## src/rtl/rh_reg_pkg.sv

```systemverilog
package rh_reg_pkg;
  localparam int MAX_PORTS     = 15;
  localparam int IDX_DESC_A    = 18;
  localparam int IDX_DESC_B    = 19;
  localparam int IDX_HUB_STAT  = 20;
  localparam int IDX_PORT_BASE = 21;
  localparam logic [31:0] DA_WR_MASK = 32'hFF00_0300;
  localparam logic [31:0] DA_RST_VAL = 32'h0000_0200;
  localparam int HS_CLR_GPWR = 0;
  localparam int HS_SET_GPWR = 16;
  localparam int PS_PWR      = 8;
  localparam int PS_CLR_PWR  = 9;
endpackage

```

## src/rtl/rh_decode.sv

```systemverilog
module rh_decode #(
  parameter int NUM_PORTS = 12,
  parameter int ADDR_W    = 8,
  localparam int IDX_W    = ADDR_W - 2
) (
  input  logic                 req_i,
  input  logic                 we_i,
  input  logic [ADDR_W-1:0]    addr_i,
  output logic [IDX_W-1:0]     idx_o,
  output logic                 in_win_o,
  output logic                 rd_o,
  output logic                 wr_a_o,
  output logic                 wr_b_o,
  output logic                 wr_hub_o,
  output logic [NUM_PORTS-1:0] port_wr_o
);
  import rh_reg_pkg::*;
  localparam int VALID_REGS = IDX_PORT_BASE + NUM_PORTS;

  logic unused_lsb;
  logic wr_ok;

  assign unused_lsb = ^addr_i[1:0];
  assign idx_o      = addr_i[ADDR_W-1:2];
  assign in_win_o   = idx_o < IDX_W'(VALID_REGS);
  assign rd_o       = req_i && !we_i;
  assign wr_ok      = req_i && we_i && in_win_o;
  assign wr_a_o     = wr_ok && (idx_o == IDX_W'(IDX_DESC_A));
  assign wr_b_o     = wr_ok && (idx_o == IDX_W'(IDX_DESC_B));
  assign wr_hub_o   = wr_ok && (idx_o == IDX_W'(IDX_HUB_STAT));

  for (genvar k = 0; k < NUM_PORTS; k++) begin : g_port_sel
    assign port_wr_o[k] = wr_ok && (idx_o == IDX_W'(IDX_PORT_BASE + k));
  end
endmodule

```

## src/rtl/rh_desc_regs.sv

```systemverilog
module rh_desc_regs #(
  parameter int NUM_PORTS = 12
) (
  input  logic        clk_i,
  input  logic        rst_ni,
  input  logic        wr_a_i,
  input  logic        wr_b_i,
  input  logic [31:0] wdata_i,
  output logic [31:0] desc_a_o,
  output logic [31:0] desc_b_o
);
  import rh_reg_pkg::*;

  logic [31:0] a_q, b_q;

  // only the writable fields are stored; port count is merged on read
  always_ff @(posedge clk_i or negedge rst_ni) begin
    if (!rst_ni) begin
      a_q <= DA_RST_VAL;
      b_q <= '0;
    end else begin
      if (wr_a_i) a_q <= wdata_i & DA_WR_MASK;
      if (wr_b_i) b_q <= wdata_i;
    end
  end

  assign desc_a_o = a_q | {24'h0, 8'(NUM_PORTS)};
  assign desc_b_o = b_q;
endmodule

```

## src/rtl/rh_port_power.sv

```systemverilog
module rh_port_power #(
  parameter int NUM_PORTS = 12
) (
  input  logic                 clk_i,
  input  logic                 rst_ni,
  input  logic                 gset_i,
  input  logic                 gclr_i,
  input  logic [NUM_PORTS-1:0] port_wr_i,
  input  logic                 pset_i,
  input  logic                 pclr_i,
  output logic [NUM_PORTS-1:0] pwr_o
);
  for (genvar k = 0; k < NUM_PORTS; k++) begin : g_port
    logic on_q;
    logic set_c, clr_c;
    assign set_c = gset_i || (port_wr_i[k] && pset_i);
    assign clr_c = gclr_i || (port_wr_i[k] && pclr_i);
    always_ff @(posedge clk_i or negedge rst_ni) begin
      if (!rst_ni)    on_q <= 1'b0;
      else if (set_c) on_q <= 1'b1;
      else if (clr_c) on_q <= 1'b0;
    end
    assign pwr_o[k] = on_q;
  end
endmodule

```

## src/rtl/rh_reg_window.sv

```systemverilog
module rh_reg_window #(
  parameter int NUM_PORTS = 12,
  parameter int ADDR_W    = 8
) (
  input  logic                 clk_i,
  input  logic                 rst_ni,
  input  logic                 req_i,
  input  logic                 we_i,
  input  logic [ADDR_W-1:0]    addr_i,
  input  logic [31:0]          wdata_i,
  output logic [31:0]          rdata_o,
  output logic [NUM_PORTS-1:0] port_pwr_o
);
  import rh_reg_pkg::*;
  localparam int IDX_W = ADDR_W - 2;

  logic [IDX_W-1:0]     idx;
  logic                 in_win, rd, wr_a, wr_b, wr_hub;
  logic [NUM_PORTS-1:0] port_wr;
  logic [31:0]          desc_a, desc_b, rd_val, rdata_q;

  rh_decode #(.NUM_PORTS(NUM_PORTS), .ADDR_W(ADDR_W)) u_dec (
    .req_i(req_i), .we_i(we_i), .addr_i(addr_i),
    .idx_o(idx), .in_win_o(in_win), .rd_o(rd),
    .wr_a_o(wr_a), .wr_b_o(wr_b), .wr_hub_o(wr_hub), .port_wr_o(port_wr)
  );

  rh_desc_regs #(.NUM_PORTS(NUM_PORTS)) u_desc (
    .clk_i(clk_i), .rst_ni(rst_ni), .wr_a_i(wr_a), .wr_b_i(wr_b),
    .wdata_i(wdata_i), .desc_a_o(desc_a), .desc_b_o(desc_b)
  );

  rh_port_power #(.NUM_PORTS(NUM_PORTS)) u_pwr (
    .clk_i(clk_i), .rst_ni(rst_ni),
    .gset_i(wr_hub && wdata_i[HS_SET_GPWR]),
    .gclr_i(wr_hub && wdata_i[HS_CLR_GPWR]),
    .port_wr_i(port_wr),
    .pset_i(wdata_i[PS_PWR]), .pclr_i(wdata_i[PS_CLR_PWR]),
    .pwr_o(port_pwr_o)
  );

  always_comb begin
    rd_val = '0;
    if (!in_win)                            rd_val = '1;
    else if (idx == IDX_W'(IDX_DESC_A))     rd_val = desc_a;
    else if (idx == IDX_W'(IDX_DESC_B))     rd_val = desc_b;
    for (int k = 0; k < NUM_PORTS; k++)
      if (in_win && idx == IDX_W'(IDX_PORT_BASE + k)) rd_val[PS_PWR] = port_pwr_o[k];
  end

  always_ff @(posedge clk_i or negedge rst_ni) begin
    if (!rst_ni)  rdata_q <= '0;
    else if (rd)  rdata_q <= rd_val;
  end

  assign rdata_o = rdata_q;
endmodule

```

## config.mk

```make
export PLATFORM = sky130hd
export DESIGN_NAME = rh_reg_window
export DESIGN_NICKNAME = d
export VERILOG_FILES = /design/src/rtl/rh_reg_pkg.sv /design/src/rtl/rh_decode.sv /design/src/rtl/rh_desc_regs.sv /design/src/rtl/rh_port_power.sv /design/src/rtl/rh_reg_window.sv
export SDC_FILE = /design/constraint.sdc
export NUM_CORES = 1
export LEC_CHECK = 0
export BUFFER_PORTS_ARGS = -buffer_cell sky130_fd_sc_hd__buf_2
export CAP_MARGIN = 30
export CORE_MARGIN = 2
export CORE_UTILIZATION = 35
export DETAILED_ROUTE_END_ITERATION = 10
export GPL_ROUTABILITY_DRIVEN = 0
export GPL_TIMING_DRIVEN = 0
export SETUP_SLACK_MARGIN = 0.4
export SLEW_MARGIN = 20
export SYNTH_ARGS = -nofsm -noshare
export SYNTH_HDL_FRONTEND = slang
export SYNTH_SLANG_ARGS = --single-unit
```

## constraint.sdc

```tcl
create_clock -name clk_i -period 1.2 [get_ports clk_i]
set_input_delay 0.18 -clock clk_i [delete_from_list [all_inputs] [get_ports clk_i]]
set_output_delay 0.18 -clock clk_i [all_outputs]
set_load 0.02 [all_outputs]
```

==> flow_summary.ini <==
[synthesis]
synth_area_sq_um = 3970
syn_avg_cell_area_sq_um = 11.0
synth_nets = 404
synth_cell_types = 47
ys.warnings.count = 0
yosysSeqAreaShare = 0.542
async_flop_share = 1.00
synth_seq_cells = 86
synth-main-ff-cell = dfrtp_1
syn_inst = 360
synth_edf_count = 0
synth_area_leaders = dfrtp_1 (54%), mux2_2 (12%), o21ai_0 (5.3%)
synth_area_leader_cell = dfrtp_1
synth_top_cell_area_share = 0.535

[routing]
num_vias = 3530
routed_wl_mm = 12.3
wl_per_cell_um = 18.8
first_iter_violations = 178
dr.pass1.iters = 4
drc = 0
antenna_left = 0
vias_per_cell = 5.39

[clock_tree]
worstSkewPairLatency_ns = 0.34
path_clk_slew_ns = 0.07
cts_tree = built
numCtsBuffers = 9
root_buffer = clkbuf_16
clock_path_buffers = 2
htree_levels = 3
cts_sinks = 86

[global_route]
grt_util_all_layers = 0.194
grt_pass1_vias = 3591
gr-total-overflow = 0
grt_pass1_wl_mm = 19.1
grt_max_degree = 58
antenna_found_initial = 1

[sta]
finalCritPeriodShare = 1.53
fin_crit_ns = 1.84
grt_setup_unrepaired = true
worst_slack_ns = -0.637
hold_ws_ns = -0.230
slew_violations = 0
hold_viol = 29
worst_pin_slew_ns = 0.641
fmax_ghz = 0.544
skew_ns = 0.00570
setup_viol = 87
slew_headroom = 0.573
setup_tns_ns = -40.10

[floorplanning]
start_util = 0.363
dieArea_sq_um = 12200
pin_count = 88
rows = 38
die_w_um = 111
die_height_um = 111
coreArea_sq_um = 10900

[pwr]
cellInternalPower_mw = 5.73
p_per_area_nw_per_um2 = 1240
combPwrFrac = 0.220
power_mw = 7.99
p_clk_frac = 0.359
peakVddDrop_mv = 0.711
switchingPower_mw = 2.25
seq_power_share = 0.421
leakage_nw = 2.90
netSwitchingFraction = 0.282

[setup_path]
crit_family = buffers and inverters
critPathSlowestCell = or3b_4
startpoint_type = input pin
crit_fanout = 5
max_stage_delay_ns = 0.40
crit_arrival_ns = 2.04
setup.worst_path.end_class = register
worst-setup-path-type = input pin to register
critPathBufInv = 6
critPathMostFrequentCell = buf_6
crit_chain = buf_6 > or2_1 > buf_6 > o31a_1 > buf_6 > buf_6 > or3b_4 > buf_8 > buf_4 > o21ai_4 > o221ai_2
critical_path_required_ns = 1.41

[final_layout]
synthToLayoutAreaGrowth_pct = 62.7
final_area_sq_um = 6460
layout-drive-gt1-share = 0.562
finalNetCount = 553
final_util = 0.591
final_cells = 655

[placement]
placed_cell_area_sq_um = 4650
hpwlAfterDp_mm = 7.23
dp_cells = 586
portBuffers = 85
post-place-ws_ns = -1.11

[flow_run]
drv_cap = 0

[run_status]
failed_checks = hold timing, setup timing
status = finished with violations

[min_path]
hold_path_class = input pin to asynchronous set/reset pin
cells by family (layout without fill, tap and decap cells):
kind of cell / count (synthesis) / count (layout) / share of synthesized area
flip-flops: 86 / 86 / 0.542
multiplexers: 44 / 44 / 0.124
buffers and inverters: 41 / 195 / 0.0564
AO/OA/AOI/OAI: 102 / 102 / 0.162
other: 0 / 1 / 0
AND/OR/NAND/NOR: 87 / 87 / 0.116
Yosys cell counts (all sizes together), types with 3 or more instances:
cell      n
dfrtp    85
mux2     42
o21ai    42
nand2    40
a21oi    22
clkbuf   21
buf      19
nor2     11
o221ai   10
a221oi    9
nand2b    5
nor3      5
nand3     4
nor2b     4
a2111oi   3
a211oi    3
nand4     3
flip-flops by register name, summed over array words and instances (netlist names):
| register | count |
|---|---|
| u_desc.a_q | 10 |
| u_pwr.g_port.on_q | 12 |
| rdata_o | 32 |
| u_desc.desc_b_o | 32 |
repair_timing:
action,4_1_cts,5_1_grt
endpoints found under the setup margin,130,130
gates cloned,6,2
resized for setup,233,62
setup buffers,25,19
pin swaps,12,13
hold endpoints to repair,29,29
routing by layer:
metal / track usage / wire length (um) / vias to the layer above
met5: 0 / 0 / -
met4: 0.0683 / 225 / 0
li1: - / - / 1612
met3: 0.0499 / 782 / 23
met1: 0.253 / 5320 / 1761
met2: 0.315 / 5970 / 134
cells in the final DEF, fill, tap and decap left out, types with 13 or more instances in the layout:
master      n
dfrtp_1    84
buf_6      72
mux2_4     42
buf_2      39
nand2_1    39
buf_4      33
o21ai_1    29
a21oi_2    18
clkbuf_16  13
layout make-up:
cell class	count	area [sq um]
inverters	1	3.75
well taps	140	175
diodes	1	2.50
plain buffers	40	400
flip-flops and latches	86	2150
fillers	901	4470
clock inverters	7	85.1
clock buffers	9	225
multi-input cells	233	2140
repair buffers	138	1280
path summary, 6_finish.rpt:
path | cells after the start | slack [ns] | from | to
hold reg to reg | 2 | 0.52 | rdata_o[13]$_DFFE_PN0P_ | rdata_o[13]$_DFFE_PN0P_
hold / removal | 1 | -0.23 | rst_ni | u_desc.a_q[30]$_DFFE_PN0P_
setup reg to reg | 5 | -0.30 | u_pwr.g_port[0].on_q$_DFFE_PN0P_ | rdata_o[8]$_DFFE_PN0P_
setup / recovery | 11 | -0.64 | addr_i[5] | u_pwr.g_port[3].on_q$_DFFE_PN0P_
min in group clk_i | 2 | 0.07 | wdata_i[12] | u_desc.desc_b_o[12]$_DFFE_PN0P_
max in group asynchronous | 2 | 0.79 | rst_ni | u_desc.a_q[9]$_DFFE_PN1P_
power groups by stage:
stage | clock network, mW | logic, mW | registers (mW)
final | 2.87 | 1.76 | 3.36
after global routing | 3.06 | 1.88 | 3.38
after CTS | 2.92 | 1.61 | 3.35
after detailed placement | 0 | 1.12 | 3.35
after global placement | 0 | 1.09 | 3.34
after floorplan | 0 | 0.499 | 3.49
No activity file was read; power rests on OpenSTA's default activity.
